--- src/rtl/kpc_pkg.sv ---
package kpc_pkg;

  // Command codes seen on the byte stream
  localparam logic [7:0] OP_ID_RD     = 8'h80;
  localparam logic [7:0] OP_CFG_WR    = 8'h81;
  localparam logic [7:0] OP_STAT_RD   = 8'h82;
  localparam logic [7:0] OP_SOFT_RST  = 8'h83;
  localparam logic [7:0] OP_PULL_WR   = 8'h84;
  localparam logic [7:0] OP_DIR_WR    = 8'h85;
  localparam logic [7:0] OP_STATE_WR  = 8'h86;
  localparam logic [7:0] OP_DIR_RD    = 8'h87;
  localparam logic [7:0] OP_STATE_RD  = 8'h88;
  localparam logic [7:0] OP_FIFO_POP  = 8'h89;
  localparam logic [7:0] OP_FIFO_PEEK = 8'h8A;
  localparam logic [7:0] OP_ACT_WR    = 8'h8B;
  localparam logic [7:0] OP_ERR_RD    = 8'h8C;
  localparam logic [7:0] OP_ROT_RD    = 8'h8E;
  localparam logic [7:0] OP_DBNC_WR   = 8'h8F;
  localparam logic [7:0] OP_SIZE_WR   = 8'h90;
  localparam logic [7:0] OP_SIZE_RD   = 8'h91;
  localparam logic [7:0] OP_CFG_RD    = 8'h92;
  localparam logic [7:0] OP_CLK_WR    = 8'h93;
  localparam logic [7:0] OP_CLK_RD    = 8'h94;
  localparam logic [7:0] OP_LOCKOUT   = 8'hFF;

  localparam logic [7:0]  SOFT_RST_KEY = 8'hAA;
  localparam logic [15:0] ID_WORD      = 16'h0400;

  // Status and error bit positions
  localparam int ST_KEY    = 0;
  localparam int ST_ERR    = 3;
  localparam int ST_NOINIT = 4;
  localparam int ER_BADPAR = 0;
  localparam int ER_UNKCMD = 1;

  // Pin registers: index follows command code bits [1:0]
  localparam int GPIO_W    = 16;
  localparam int GPIO_REGS = 3;
  localparam int GPIO_PULL = 0;
  localparam int GPIO_DIR  = 1;
  localparam int GPIO_ST   = 2;

  typedef struct packed {
    logic [7:0] cfg;
    logic [7:0] act;
    logic [7:0] dbnc;
    logic [7:0] size;
    logic [7:0] clkc;
  } ctl_regs_t;

  localparam ctl_regs_t CTL_RST = '{cfg: 8'h80, act: 8'd125, dbnc: 8'd3,
                                    size: 8'h33, clkc: 8'h08};
  localparam logic [7:0] STATUS_RST = 8'h10;

  // Actions decoded from one parameter byte
  typedef struct packed {
    logic                 cfg_we;
    logic                 act_we;
    logic                 dbnc_we;
    logic                 size_we;
    logic                 clk_we;
    logic [GPIO_REGS-1:0] gpio_lo_we;
    logic [GPIO_REGS-1:0] gpio_hi_we;
    logic                 done;
    logic                 bad_par;
    logic                 unk_cmd;
    logic                 soft_rst;
    logic                 cfg_clr;
  } wr_act_t;

endpackage

--- src/rtl/kpc_byte_idx.sv ---
module kpc_byte_idx #(
  parameter int IDX_W = 3
) (
  input  logic             clk,
  input  logic             rst_n,
  input  logic             clr,
  input  logic             step,
  output logic [IDX_W-1:0] idx
);

  localparam logic [IDX_W-1:0] IDX_MAX = '1;

  logic [IDX_W-1:0] idx_n;
  logic             idx_en;

  always_comb begin
    idx_n = idx;
    if (clr) begin
      idx_n = '0;
    end else if (step && (idx != IDX_MAX)) begin
      idx_n = idx + 1'b1;
    end
  end

  assign idx_en = clr | step;

  always_ff @(posedge clk or negedge rst_n) begin
    if (!rst_n) begin
      idx <= '0;
    end else if (idx_en) begin
      idx <= idx_n;
    end
  end

endmodule

--- src/rtl/kpc_param_chk.sv ---
module kpc_param_chk #(
  parameter int KP_MIN     = 3,
  parameter int KP_COL_MAX = 12,
  parameter int KP_ROW_MAX = 8
) (
  input  logic [7:0] val,
  output logic       size_bad,
  output logic       dbnc_bad,
  output logic       clk_bad,
  output logic       rst_key_ok
);

  import kpc_pkg::*;

  logic [3:0] cols;
  logic [3:0] rows;

  assign cols = val[3:0];
  assign rows = val[7:4];

  always_comb begin
    size_bad = (int'(cols) < KP_MIN) || (int'(cols) > KP_COL_MAX) ||
               (int'(rows) < KP_MIN) || (int'(rows) > KP_ROW_MAX);
    dbnc_bad   = (val == 8'h00);
    clk_bad    = val[0] ^ val[1];
    rst_key_ok = (val == SOFT_RST_KEY);
  end

endmodule

--- src/rtl/kpc_wr_dec.sv ---
module kpc_wr_dec #(
  parameter int IDX_W = 3
) (
  input  logic                    en,
  input  logic [7:0]              cmd,
  input  logic [IDX_W-1:0]        pidx,
  input  logic                    size_bad,
  input  logic                    dbnc_bad,
  input  logic                    clk_bad,
  input  logic                    rst_key_ok,
  output kpc_pkg::wr_act_t        act
);

  import kpc_pkg::*;

  logic [GPIO_REGS-1:0] gsel;

  assign gsel = GPIO_REGS'(1) << cmd[1:0];

  always_comb begin
    act = '0;
    if (en) begin
      case (cmd)
        OP_CFG_WR: begin
          act.cfg_we  = 1'b1;
          act.cfg_clr = 1'b1;
          act.done    = 1'b1;
        end
        OP_SOFT_RST: begin
          act.done     = 1'b1;
          act.soft_rst = rst_key_ok;
          act.bad_par  = !rst_key_ok;
        end
        OP_PULL_WR, OP_DIR_WR, OP_STATE_WR: begin
          if (pidx == '0) begin
            act.gpio_lo_we = gsel;
          end else begin
            act.gpio_hi_we = gsel;
            act.done       = 1'b1;
          end
        end
        OP_ACT_WR: begin
          act.act_we = 1'b1;
          act.done   = 1'b1;
        end
        OP_DBNC_WR: begin
          act.dbnc_we = 1'b1;
          act.done    = 1'b1;
          act.bad_par = dbnc_bad;
        end
        OP_SIZE_WR: begin
          act.size_we = 1'b1;
          act.done    = 1'b1;
          act.bad_par = size_bad;
        end
        OP_CLK_WR: begin
          act.clk_we  = 1'b1;
          act.done    = 1'b1;
          act.bad_par = clk_bad;
        end
        OP_LOCKOUT: begin
          act.bad_par = 1'b1;
        end
        default: begin
          act.unk_cmd = 1'b1;
        end
      endcase
    end
  end

endmodule

--- src/rtl/kpc_rd_mux.sv ---
module kpc_rd_mux #(
  parameter int IDX_W = 3
) (
  input  logic [7:0]               cmd,
  input  logic [IDX_W-1:0]         idx,
  input  kpc_pkg::ctl_regs_t       ctl,
  input  logic [7:0]               status,
  input  logic [7:0]               error,
  input  logic [15:0]              dir,
  input  logic [15:0]              state,
  output logic [7:0]               data,
  output logic                     rd_unk,
  output logic                     stat_rd
);

  import kpc_pkg::*;

  logic first_b;
  logic second_b;

  assign first_b  = (idx == '0);
  assign second_b = (idx == IDX_W'(1));

  always_comb begin
    data    = 8'h00;
    rd_unk  = 1'b0;
    stat_rd = 1'b0;
    case (cmd)
      OP_ID_RD: begin
        if (first_b)       data = ID_WORD[7:0];
        else if (second_b) data = ID_WORD[15:8];
      end
      OP_STAT_RD: begin
        stat_rd = 1'b1;
        if (first_b) data = status;
      end
      OP_DIR_RD: begin
        if (first_b)       data = dir[7:0];
        else if (second_b) data = dir[15:8];
      end
      OP_STATE_RD: begin
        if (first_b)       data = state[7:0];
        else if (second_b) data = state[15:8];
      end
      OP_FIFO_POP, OP_FIFO_PEEK, OP_ROT_RD: begin
        data = 8'h00;
      end
      OP_ERR_RD:  data = error;
      OP_SIZE_RD: data = ctl.size;
      OP_CFG_RD:  data = {4'h0, ctl.cfg[3:0]};
      OP_CLK_RD:  data = {ctl.clkc[7:2], 2'b10};
      default: begin
        rd_unk = 1'b1;
      end
    endcase
  end

endmodule

--- src/rtl/kpc_cmd_ctrl.sv ---
module kpc_cmd_ctrl #(
  parameter int IDX_W      = 3,
  parameter int KP_MIN     = 3,
  parameter int KP_COL_MAX = 12,
  parameter int KP_ROW_MAX = 8
) (
  input  logic        clk,
  input  logic        rst_n,
  input  logic        txn_start,
  input  logic        wr_valid,
  input  logic [7:0]  wr_data,
  input  logic        rd_req,
  output logic [7:0]  rd_data,
  output logic        rd_valid,
  input  logic        key_evt,
  output logic        irq_n,
  output logic        fifo_clr,
  output logic [7:0]  cfg_q,
  output logic [7:0]  act_time,
  output logic [7:0]  dbnc_time,
  output logic [7:0]  kp_size,
  output logic [7:0]  clk_cfg,
  output logic [15:0] gpio_pull,
  output logic [15:0] gpio_dir,
  output logic [15:0] gpio_state
);

  import kpc_pkg::*;

  // Reset: asynchronous assert, synchronous release
  logic [1:0] rst_sync;
  logic       rst_ni;

  always_ff @(posedge clk or negedge rst_n) begin
    if (!rst_n) begin
      rst_sync <= 2'b00;
    end else begin
      rst_sync <= {rst_sync[0], 1'b1};
    end
  end

  assign rst_ni = rst_sync[1];

  // State
  ctl_regs_t                      ctl_q,    ctl_n;
  logic [7:0]                     status_q, status_n;
  logic [7:0]                     error_q,  error_n;
  logic [7:0]                     cmd_q,    cmd_n;
  logic [GPIO_REGS-1:0][GPIO_W-1:0] gpio_q, gpio_n;
  logic [7:0]                     rd_data_q;
  logic                           rd_valid_q;
  logic                           fifo_clr_q;

  // Strobe qualification
  logic [IDX_W-1:0] byte_idx;
  logic [IDX_W-1:0] pidx;
  logic             cmd_en;
  logic             par_en;
  logic             rd_en;
  logic             step;

  assign cmd_en = wr_valid && !txn_start && (byte_idx == '0);
  assign par_en = wr_valid && !txn_start && (byte_idx != '0);
  assign rd_en  = rd_req && !txn_start;
  assign step   = (wr_valid || rd_req) && !txn_start;
  assign pidx   = byte_idx - 1'b1;

  kpc_byte_idx #(.IDX_W(IDX_W)) u_idx (
    .clk   (clk),
    .rst_n (rst_ni),
    .clr   (txn_start),
    .step  (step),
    .idx   (byte_idx)
  );

  logic size_bad, dbnc_bad, clk_bad, rst_key_ok;

  kpc_param_chk #(
    .KP_MIN     (KP_MIN),
    .KP_COL_MAX (KP_COL_MAX),
    .KP_ROW_MAX (KP_ROW_MAX)
  ) u_chk_par (
    .val        (wr_data),
    .size_bad   (size_bad),
    .dbnc_bad   (dbnc_bad),
    .clk_bad    (clk_bad),
    .rst_key_ok (rst_key_ok)
  );

  wr_act_t act;

  kpc_wr_dec #(.IDX_W(IDX_W)) u_wr_dec (
    .en         (par_en),
    .cmd        (cmd_q),
    .pidx       (pidx),
    .size_bad   (size_bad),
    .dbnc_bad   (dbnc_bad),
    .clk_bad    (clk_bad),
    .rst_key_ok (rst_key_ok),
    .act        (act)
  );

  logic [7:0] rsp_data;
  logic       rd_unk;
  logic       stat_rd;

  kpc_rd_mux #(.IDX_W(IDX_W)) u_rd_mux (
    .cmd     (cmd_q),
    .idx     (byte_idx),
    .ctl     (ctl_q),
    .status  (status_q),
    .error   (error_q),
    .dir     (gpio_q[GPIO_DIR]),
    .state   (gpio_q[GPIO_ST]),
    .data    (rsp_data),
    .rd_unk  (rd_unk),
    .stat_rd (stat_rd)
  );

  // Next state
  logic [7:0] err_set;

  always_comb begin
    ctl_n    = ctl_q;
    status_n = status_q;
    error_n  = error_q;
    cmd_n    = cmd_q;
    gpio_n   = gpio_q;
    err_set  = 8'h00;

    if (cmd_en) begin
      cmd_n = wr_data;
    end

    if (par_en) begin
      if (act.cfg_we)  ctl_n.cfg  = wr_data;
      if (act.act_we)  ctl_n.act  = wr_data;
      if (act.dbnc_we) ctl_n.dbnc = wr_data;
      if (act.size_we) ctl_n.size = wr_data;
      if (act.clk_we)  ctl_n.clkc = wr_data;
      for (int g = 0; g < GPIO_REGS; g++) begin
        if (act.gpio_lo_we[g]) gpio_n[g] = {8'h00, wr_data};
        if (act.gpio_hi_we[g]) gpio_n[g][GPIO_W-1:8] = wr_data;
      end
      if (act.done) begin
        cmd_n = OP_LOCKOUT;
      end
      if (act.soft_rst) begin
        ctl_n    = CTL_RST;
        status_n = STATUS_RST;
      end
      if (act.cfg_clr) begin
        status_n = 8'h00;
      end
      err_set[ER_BADPAR] = act.bad_par;
      err_set[ER_UNKCMD] = act.unk_cmd;
    end

    if (rd_en) begin
      err_set[ER_UNKCMD] = err_set[ER_UNKCMD] | rd_unk;
      if (stat_rd && !status_q[ST_NOINIT]) begin
        status_n = 8'h00;
      end
    end

    if (err_set != 8'h00) begin
      error_n          = error_n | err_set;
      status_n[ST_ERR] = 1'b1;
    end

    if (key_evt) begin
      status_n[ST_KEY] = 1'b1;
    end
  end

  // Registers
  always_ff @(posedge clk or negedge rst_ni) begin
    if (!rst_ni) begin
      ctl_q    <= CTL_RST;
      status_q <= STATUS_RST;
      error_q  <= 8'h00;
      cmd_q    <= OP_LOCKOUT;
      gpio_q   <= '0;
    end else begin
      ctl_q    <= ctl_n;
      status_q <= status_n;
      error_q  <= error_n;
      cmd_q    <= cmd_n;
      gpio_q   <= gpio_n;
    end
  end

  always_ff @(posedge clk or negedge rst_ni) begin
    if (!rst_ni) begin
      rd_data_q <= 8'h00;
    end else if (rd_en) begin
      rd_data_q <= rsp_data;
    end
  end

  always_ff @(posedge clk or negedge rst_ni) begin
    if (!rst_ni) begin
      rd_valid_q <= 1'b0;
      fifo_clr_q <= 1'b0;
    end else begin
      rd_valid_q <= rd_en;
      fifo_clr_q <= act.cfg_clr;
    end
  end

  // Outputs
  assign rd_data    = rd_data_q;
  assign rd_valid   = rd_valid_q;
  assign irq_n      = (status_q == 8'h00);
  assign fifo_clr   = fifo_clr_q;
  assign cfg_q      = ctl_q.cfg;
  assign act_time   = ctl_q.act;
  assign dbnc_time  = ctl_q.dbnc;
  assign kp_size    = ctl_q.size;
  assign clk_cfg    = ctl_q.clkc;
  assign gpio_pull  = gpio_q[GPIO_PULL];
  assign gpio_dir   = gpio_q[GPIO_DIR];
  assign gpio_state = gpio_q[GPIO_ST];

endmodule

--- config.mk ---
export PLATFORM = sky130hd
export DESIGN_NAME = kpc_cmd_ctrl
export DESIGN_NICKNAME = d
export VERILOG_FILES = /design/src/rtl/kpc_pkg.sv /design/src/rtl/kpc_byte_idx.sv /design/src/rtl/kpc_param_chk.sv /design/src/rtl/kpc_wr_dec.sv /design/src/rtl/kpc_rd_mux.sv /design/src/rtl/kpc_cmd_ctrl.sv
export SDC_FILE = /design/constraint.sdc
export NUM_CORES = 1
export LEC_CHECK = 0
export ABC_AREA = 1
export BUFFER_PORTS_ARGS = -buffer_cell sky130_fd_sc_hd__buf_4
export CAP_MARGIN = 40
export CELL_PAD_IN_SITES_DETAIL_PLACEMENT = 0
export CELL_PAD_IN_SITES_GLOBAL_PLACEMENT = 2
export CORE_ASPECT_RATIO = 1.25
export CORE_MARGIN = 3
export CORE_UTILIZATION = 30
export CTS_BUF_LIST = sky130_fd_sc_hd__clkbuf_4
export DETAILED_ROUTE_END_ITERATION = 6
export PLACE_DENSITY_LB_ADDON = 0.12
export RECOVER_POWER = 25
export SLEW_MARGIN = 20
export SYNTH_ARGS = -nofsm -noshare
export SYNTH_HDL_FRONTEND = slang
export SYNTH_SLANG_ARGS = --single-unit
--- constraint.sdc ---
create_clock -name clk -period 3.5 [get_ports clk]
set_input_delay 0.35 -clock clk [delete_from_list [all_inputs] [get_ports clk]]
set_output_delay 0.35 -clock clk [all_outputs]
set_load 0.02 [all_outputs]
# Word-level counts from Yosys, hierarchy flattened
# Index checks and enable logic that the tools add are counted.
# Widths: inputs -> output; s select.
[classes]
add_sub_neg = 2
n_lt_le_gt_ge = 4
eq_ne = 24
shift = 1
mux = 49
bitwise_logic = 4
reduce_logical = 45
[op_table]
columns = ["cell", "n"]
rows = [
  ["$eq 8x8->1 const B", 22],
  ["$mux 8", 22],
  ["$mux 16", 4],
  ["$pmux 8 s8", 1],
  ["$mux 40", 1],
  ["$reduce_and 2->1", 12],
  ["$reduce_bool 2->1", 10],
  ["$logic_not 8->1", 2],
  ["$mux 1", 12],
  ["$mux 3", 4],
  ["$reduce_or 11->1", 1],
  ["$reduce_or 10->1", 1],
  ["$gt 4x4->1 const B", 2],
  ["$lt 4x2->1 const B", 2],
  ["$or 8x2->8", 1],
  ["$logic_and 1x1->1", 7],
  ["$logic_not 3->1", 2],
  ["$mux 6", 1],
  ["$reduce_or 6->1", 1],
  ["$pmux 1 s5", 1],
  ["$logic_or 1x1->1", 4],
  ["$mux 4", 1],
  ["$add 3x1->3 const B", 1],
  ["$eq 3x1->1 const B", 1],
  ["10 further kinds", 13],
]
[word_totals]
regBits = 127
output_inout_bits = 99
word_cells = 148

# Depth between registers and ports, before layout
# Gate-level depths: netlist (run 1).
[depth]
depth_word = 12
mapped_depth = 13
depth_no_buf = 12

# Hierarchy
# A second synthesis (run 1) with hierarchy kept.
[hier_totals]
cells_unflattened = 850
hier_area_um2 = 6490.0
[by_module_without_submodules]
columns = ["mod", "instances", "cells_each", "area_per_inst_um2", "seq_area_each_um2"]
rows = [
  ["kpc_cmd_ctrl", 1, 504, 4793.3, 2981.6],
  ["kpc_rd_mux", 1, 225, 1044.8, 0.0],
  ["kpc_wr_dec", 1, 76, 349.1, 0.0],
  ["kpc_byte_idx", 1, 20, 166.4, 75.1],
  ["kpc_param_chk", 1, 25, 136.4, 0.0],
]

# Worst setup path before layout (run 1)
# OpenSTA, ideal clock, no wires.
[synth_path]
path_type = "register to register"
start = "register u_idx.idx[0]"
end = "register gpio_q (netlist bit gpio_state[6])"
setup_ns = 0.128
t_arrival_ns = 1.757
t_required_ns = 3.372
setup_slack_ns = 1.616
stages_incl_launch_ff = 12
n_path_buf = 1
synth_period_minus_slack_ns = 1.884
path_cell_list = "dfrtp_1 inv_1 ha_1 nand2_4 inv_2 nor2_4 inv_2 nor4_4 nand2_4 buf_6 nand2_1 o21ai_2"
[synth_between]
elab_chain_cells = 6
word_cells_on_any_way = 8
classes_between = "add/sub (1); mux (3); reduce/logical (4)"
[synth_lines]
columns = ["element", "line_no", "text"]
rows = [
  ["start, declared", "kpc_byte_idx.sv:8", "output logic [IDX_W-1:0] idx"],
  ["start signal, assigned", "kpc_byte_idx.sv:31", "idx <= idx_n;"],
  ["$sub 3x1->3", "kpc_cmd_ctrl.sv:66", "assign pidx = byte_idx - 1'b1;"],
  ["$logic_not 3->1", "kpc_wr_dec.sv:35", "if (pidx == '0) begin"],
  ["$mux 3", "kpc_wr_dec.sv:35", ""],
  ["$mux 6", "kpc_wr_dec.sv:23", "case (cmd)"],
  ["$mux 16", "kpc_wr_dec.sv:22", "if (en) begin"],
  ["$reduce_and 2->1 (no line) (*)", "--", ""],
  ["end signal, assigned", "kpc_cmd_ctrl.sv:189", "gpio_q <= gpio_n;"],
  ["end, declared", "kpc_cmd_ctrl.sv:49", "logic [GPIO_REGS-1:0][GPIO_W-1:0] gpio_q, gpio_n;"],
]
# Mark *: on every way between the ends. The rest lies on a longest branch, timed or not.
# A chain may end at the register's enable or synchronous reset.

# Final worst setup path (run 1)
[layout_path]
start = "register u_idx.idx[0]"
end = "register ctl_q (netlist bit kp_size[0])"
[layout_between]
elab_chain_cells = 5
word_cells_on_any_way = 6
classes_between = "mux (2); reduce/logical (4)"
[layout_lines]
columns = ["element", "line_no", "text"]
rows = [
  ["$reduce_bool 3->1 (*)", "kpc_cmd_ctrl.sv:63", "assign par_en = wr_valid && !txn_start && (byte_idx != '0);"],
  ["$logic_and 1x1->1 (*)", "kpc_cmd_ctrl.sv:63", ""],
  ["$mux 16", "kpc_wr_dec.sv:22", ""],
  ["$reduce_bool 2->1 (no line)", "--", ""],
  ["$reduce_and 2->1 (no line)", "--", ""],
  ["end signal, assigned", "kpc_cmd_ctrl.sv:185", "ctl_q <= ctl_n;"],
  ["end, declared", "kpc_cmd_ctrl.sv:45", "ctl_regs_t ctl_q, ctl_n;"],
]
# Marked as above.

==> results.cfg, run 1 <==
[synth]
yosysTopAreaCell = dfrtp_1
synth_area_leaders = dfrtp_1 43%, nand2_1 13%, dfstp_2 11%
synth_cell_types = 33
post-synth-top-count-cell = nand2_1
postSynth.asyncResetShare = 1.000
synth_ff_type = dfrtp_1
ys_ff_latch = 121
ys_top_cells_by_count = 203 x nand2_1, 98 x dfrtp_1, 85 x o21ai_0
synth_edf_count = 0
mappedNetlistNets = 725
synthesis.area_sq_um = 5747
ys_seq_area_frac = 0.5319
avgSynthCellArea_sq_um = 8.186
netlist_instances = 702
synth_top_area_share = 0.4267
yosys_warnings = 0

[timing]
grt_setup_unrepaired = no
finalHoldViolCount = 0
slew-limit-headroom = -0.01019
period_share = 0.7329
max_freq_ghz = 0.3899
period_needed_ps = 2565
worst_pin_slew_ps = 1515
fin_ws_ps = 935.0
setup_viol_count_final = 0
finClkSkew_ps = 26.15
tns_ps = 0
slew_viol_final = 61

[global_routing]
grt_util_all_layers = 0.1906
grt_pass1_vias = 5272
antenna_found_initial = 1
grt.overflow.total = 0
grt_max_degree = 61
grt_pass1_wl_mm = 30.42

[pwr]
p_comb_frac = 0.255
power.net_switching_mw = 1.352
max-vdd-ir-drop_mv = 0.2272
pwr-share-seq = 0.487
p_int_mw = 2.283
switching_share = 0.3719
p_leak_nw = 3.728
p_per_area_nw_per_um2 = 508.5
clockPowerShare = 0.258

[placement]
placed_cells = 1034
place_area_sq_um = 6882
gp_congestion = 0.8451
pre_cts_ws_ps = 901.7
dp_hpwl_mm = 14.17
port_buffers = 112

[clocking]
cts_hold_buffers = 3
tritoncts = yes
ctsResizeCount = 0
cts_made_buffers = 17
cts-root-buf = clkbuf_4
clockBufferDepth = 2
cts.clk_slew.worst_paths_ps = 120
clk_latency_ps = 540
cts-htree-levels = 4
cts_setup_buffers = 0
cts.sinks = 121

[final_layout]
stdcell_count = 1071
num-nets-final = 852
syn_to_final_growth_pct = 24.41
layout-drive-gt1-share = 0.2375
fin_area_sq_um = 7149

[floorplan]
core_sq_um = 18440
die_w_microns = 129.8
fp-row-count = 55
dieArea_sq_um = 20860
pin_count = 113
initial_utilization = 0.3116
die_y_microns = 160.7

[setup_path]
critical_path_class = reg2reg
cp_data_required_time_ps = 3950
worstRegToRegCells = 10
cp.arrival_ps = 3020
critPathMaxFanout = 30
worst_setup_path_start_kind = flop
endpoint_kind = flop

[worst_hold_path]
hold_class = in2reg
hold_depth = 3

[detailed_routing]
vias_per_cell = 4.839
avgRoutedWirePerCell_microns = 18.14
via_count = 5183
antenna_left = 0
drt-total-wl_mm = 19.43
first_iter_violations = 331
drc = 0
drt_first_pass_iters = 6

[status]
status = complete, but fails checks
violations = max-capacitance violations, max-slew violations

[run]
maxCapViolCount = 1
placed cells by master (no fill, tap or decap), types with 2 or more instances in the layout:
cell type        n
nand4_2          2
o21ai_2          8
nand2_1        203
clkinv_1         2
dlygate4sd3_1    3
a21oi_1          8
buf_4          120
a211oi_1         2
dfstp_2         23
ha_1             9
o22ai_1         19
nand3_1         52
nor2_1          60
inv_2            6
o21ai_1          2
clkbuf_2         2
clkinvlp_4       3
dfrtp_1         98
o21ai_0         85
nand4_1          5
clkinv_2         5
inv_6            4
o211ai_1         4
clkbuf_4        17
nor3_1           6
nor2_2           4
inv_1           70
a31oi_1          7
nand2_4          2
metrics by stage:
step                      utilization  total power [mW]  hold WS, ps
final                          0.3877             3.636        63.92
after global routing           0.3877             3.888        21.63
after CTS                      0.3885             3.697        17.07
after detailed placement       0.3731             2.736        134.2
after global placement         0.3731             2.724        132.8
after floorplan                     -             2.339        54.41
power by group through the flow:
stage / logic [mW] / registers [mW] / clock network [mW]
floorplan: 0.442 / 1.90 / 0
global placement: 0.921 / 1.80 / 0
detailed placement: 0.927 / 1.81 / 0
CTS: 0.931 / 1.78 / 0.982
global route: 1.04 / 1.80 / 1.05
finish: 0.928 / 1.77 / 0.938
state kept, by name, summed over array words and instances (netlist names), 2 cells and up:
name,flops
kp_size,8
gpio_state,16
u_idx.idx,3
status_q,8
rst_sync,2
cmd_q,8
gpio_pull,16
act_time,8
gpio_dir,16
rd_data,8
dbnc_time,8
clk_cfg,8
error_q,2
cfg_q,8
kinds of logic (layout without fill, tap and decap cells):
kind of cell	count (synthesis)	in the layout	synth area share
buf+inv	95	235	0.06466
compound gates	136	136	0.1324
flops	121	121	0.5319
other cells	1	2	0.0006525
fa+ha+maj	9	9	0.01960
simple gates	340	340	0.2508
routing by layer:
layer	global-route usage	routed length [microns]	vias up
met5	0	0	-
met4	0.05435	328	0
met3	0.03859	744	18
met2	0.3114	9575	130
met1	0.2553	8781	2476
li1	-	-	2559
path summary, 6_finish.rpt:
kind | start | endpoint | slack (ps)
setup / recovery | u_idx.idx[0]$_DFFE_PN0P_ | kp_size[0]$_DFFE_PN1P_ | 940
hold / removal | wr_data[4] | clk_cfg[4]$_DFFE_PN0P_ | 60
setup reg to reg | u_idx.idx[0]$_DFFE_PN0P_ | kp_size[0]$_DFFE_PN1P_ | 940
hold reg to reg | rst_sync[1]$_DFF_PN0_ | dbnc_time[7]$_DFFE_PN0P_ | 110
max in group asynchronous | rst_sync[1]$_DFF_PN0_ | gpio_state[14]$_DFFE_PN0P_ | 1630
min in group asynchronous | rst_sync[1]$_DFF_PN0_ | dbnc_time[7]$_DFFE_PN0P_ | 110
final cells by class:
cell class	count	area, sq um
fill	1993	11290
sequential	121	3057
multi-input combinational	486	2318
timing repair buffer	126	944.7
inverter	77	289.0
tap	228	285.3
clock buffer	17	127.6
clock inverter	15	125.1
antenna	1	2.502
critical path, stage by stage, from the launching register on:
cell and delay [ps]:
dfrtp_1 430, inv_1 100, ha_1 250, nand2_4 100, inv_2 160, nor2_4 340
nand3_1 300, buf_4 320, nand2_1 260, nor2_1 60, a31oi_1 150
No activity file was read; power rests on OpenSTA's default activity.
==> inputs of run 2 (changes only) <==
Settings changed: ABC_AREA 1 to 0, CORE_UTILIZATION 30 to 36.
Clock period 3.5 ns to 2.55 ns, I/O delays scaled along.
==> run 2 against run 1 <==
Net effect:
- the run still ends with max-capacitance violations, max-slew violations left
- critical path depth is 4 lower
- power increased by 38%
- global-route usage rose by 3.1 points
- first-iteration DRC count down 17%
- clock-buffer cell count did not move
- sequential share of layout area shrank 2.1 points
- sequential power increased by 33%
- routed wire length decreased by 2.2%
- sequential cell count unchanged
- critical endpoint is now status_q[0]$_DFF_PN0_
- largest cell class unchanged
- largest power group unchanged
==> results.cfg, run 2 <==
[setup_path]
r2r_setup_slack_ps = 240
cp.arrival_ps = 2860
worst_setup_path_start_kind = primary input
crit_family = simple AND/OR/NAND/NOR gates
cp_num_buf_inv = 2
worstRegToRegCells = 5
rr_endpoint = gpio_dir[5]$_DFFE_PN0P_
endpoint_kind = flop
r2r_start = cmd_q[7]$_DFF_PN1_
max_stage_delay_ps = 730
critical_path_class = in2reg
cp_data_required_time_ps = 2980
critPathMaxFanout = 17
cp_slowest_cell = or3_1
crit_chain = dlygate4sd3_1, buf_4, nor4b_1, nand4_1, or3_1, a31o_2

[pwr]
p_int_mw = 3.345
switching_share = 0.3347
power.net_switching_mw = 1.683
power_mw = 5.029
max-vdd-ir-drop_mv = 0.4040
clockPowerShare = 0.320
p_comb_frac = 0.213
p_leak_nw = 3.540
pwr-share-seq = 0.467
p_per_area_nw_per_um2 = 669.6

[placement]
pre_cts_ws_ps = 112.8
gp_congestion = 0.8965
dp_hpwl_mm = 13.97
placed_cells = 885
port_buffers = 112

[clocking]
cts_setup_buffers = 0
clk_latency_ps = 540
cts-htree-levels = 4
cts.sinks = 121
clockBufferDepth = 2
cts-root-buf = clkbuf_4
cts.clk_slew.worst_paths_ps = 120
cts_made_buffers = 17
tritoncts = yes

[final_layout]
stdcell_count = 925
fillers = 1524
layout-drive-gt1-share = 0.3610
layout_commonest_cell = buf_4
syn_to_final_growth_pct = 29.60
num-nets-final = 722
regArea_sq_um = 3057
final_cell_mix = 152 x buf_4, 98 x dfrtp_1, 78 x nand2_1, 37 x nor2_1, 33 x o21ai_0
multi_input_area_sq_um = 2574

[timing]
grt_setup_unrepaired = no
period_needed_ps = 2423
finClkSkew_ps = 13.06
worst_pin_slew_ps = 1825
slew_viol_final = 47
period_share = 0.9501
slew-limit-headroom = -0.2170
tns_ps = 0
max_freq_ghz = 0.4128
fin_ws_ps = 127.3
finalHoldViolCount = 0
setup_viol_count_final = 0

[synth]
muxShareOfSynthArea = 0.08076
avgSynthCellArea_sq_um = 10.54
synth-xor-area-share = 0.004535
synth_area_leaders = dfrtp_1 42%, dfstp_2 10%, mux2_2 5.1%
synth_top_family_by_area = simple AND/OR/NAND/NOR gates
mappedNetlistNets = 573
synth_cell_types = 65
synth_top_area_share = 0.4232
synth_edf_count = 0
ys_top_cells_by_count = 98 x dfrtp_1, 78 x nand2_1, 37 x nor2_1
yosysTopAreaCell = dfrtp_1
yosys_warnings = 0
postSynth.asyncResetShare = 1.000
ys_seq_area_frac = 0.5275
synthSimpleGateAreaFrac = 0.1870
synth_ff_type = dfrtp_1
synth_fa_ha_area_frac = 0.01943
synthesis.area_sq_um = 5794
synth_compound_area_frac = 0.1509
ys_ff_latch = 121
post-synth-top-count-cell = dfrtp_1
netlist_instances = 550

[floorplan]
dieArea_sq_um = 17660
initial_utilization = 0.3691
core_sq_um = 15700
fp-row-count = 51
pin_count = 113
die_y_microns = 147.8
die_w_microns = 119.5

[detailed_routing]
avgRoutedWirePerCell_microns = 20.54
wl_met2_mm = 9.379
drt_first_pass_iters = 5
vias_per_cell = 5.352
drt-total-wl_mm = 19.00
wl_met3_microns = 934
via_count = 4951
top_layer = met4
wl_met1_mm = 8.446
first_iter_violations = 276
drc = 0
antenna_left = 0

[global_routing]
grt.overflow.total = 0
grt_max_degree = 60
grt_pass1_vias = 5023
grt_util_all_layers = 0.2219
grt_pass1_wl_mm = 30.21
antenna_found_initial = 1

[status]
status = complete, but fails checks
violations = max-capacitance violations, max-slew violations

[worst_hold_path]
hold_class = in2reg
hold_end = cmd_q[5]$_DFF_PN1_
min-delay-start = wr_data[5]
hold_depth = 3

[run]
maxCapViolCount = 1
-- run 2: cell types whose count changed after synthesis, sizes merged, moves of 8 or more --
cell    change
inv        -67
clkbuf     +14
o22ai      -17
mux2i      +16
nor2       -24
nand3      -31
a22o       +32
o21ai      -61
a22oi       +8
nand2b     +10
nor2b       +8
nand2     -126
mux2       +27
-- run 2: worst register-to-register path, cell delays in order (launching register included) --
cell and delay [ps]:
dfstp_2 570, or3b_4 490, nor3_4 330, nand2_2 110, nor2_2 320, mux2_2 390
-- run 2: per-layer routing --
layer / global-route usage / up-vias
met5: 0 / -
met4: 0.05673 / 0
met3: 0.04669 / 19
met2: 0.3637 / 161
met1: 0.3013 / 2481
li1: - / 2290
-- run 2: kinds of logic after synthesis --
group                      Yosys count
other                                1
AOI/OAI and AO/OA                  123
and+or+nand+nor                    209
muxes                               43
buffers and inverters               41
xor gates and xnor gates             3
adders and majority gates            9
DFF                                121
-- run 2: layout make-up --
cell class	instances	share of cell area
Multi-Input combinational cell	388	0.3427
Clock buffer	17	0.01699
Clock inverter	15	0.02866
Sequential cell	121	0.4070
Antenna cell	1	0.0003332
Tap cell	212	0.03532
Inverter	9	0.004499
Timing Repair Buffer	162	0.1644
-- run 2: worst max-delay path by stage --
stage | from | end | slack (ps) | cells after the start
after global placement | wr_data[6] | status_q[0]$_DFF_PN0_ | 100 | 5
after floorplan | u_idx.idx[0]$_DFFE_PN0P_ | gpio_dir[6]$_DFFE_PN0P_ | 360 | 8
final | wr_data[6] | status_q[0]$_DFF_PN0_ | 130 | 6
after global routing | rst_sync[1]$_DFF_PN0_ | error_q[0]$_DFFE_PN0P_ | 80 | 1
after detailed placement | wr_data[6] | status_q[0]$_DFF_PN0_ | 110 | 5
after CTS | wr_data[6] | status_q[0]$_DFF_PN0_ | 150 | 6
-- run 2: through the flow --
stage	util	hold slack (ps)	instance area (sq um)
3_3_place_gp	0.4529	37.87	7109
2_1_floorplan	-	-40.59	5796
4_1_cts	0.4792	21.09	7522
3_5_place_dp	0.4529	38.86	7109
5_1_grt	0.4784	30.27	7510
6_report	0.4784	71.33	7510
-- run 2: repair_timing --
item / in CTS / in global routing
setup endpoints to repair: 0 / 0
hold buffers: 7 / 0
resized for setup: 0 / 0
endpoints found under the hold margin: 13 / 0
-- run 2: power groups by stage --
stage / registers [mW] / clock network (mW) / logic [mW]
after floorplan: 2.39 / 0 / 0.585
after global placement: 2.39 / 0 / 1.06
after detailed placement: 2.38 / 0 / 1.07
after CTS: 2.35 / 1.65 / 1.08
after global routing: 2.38 / 1.75 / 1.17
final: 2.35 / 1.61 / 1.07
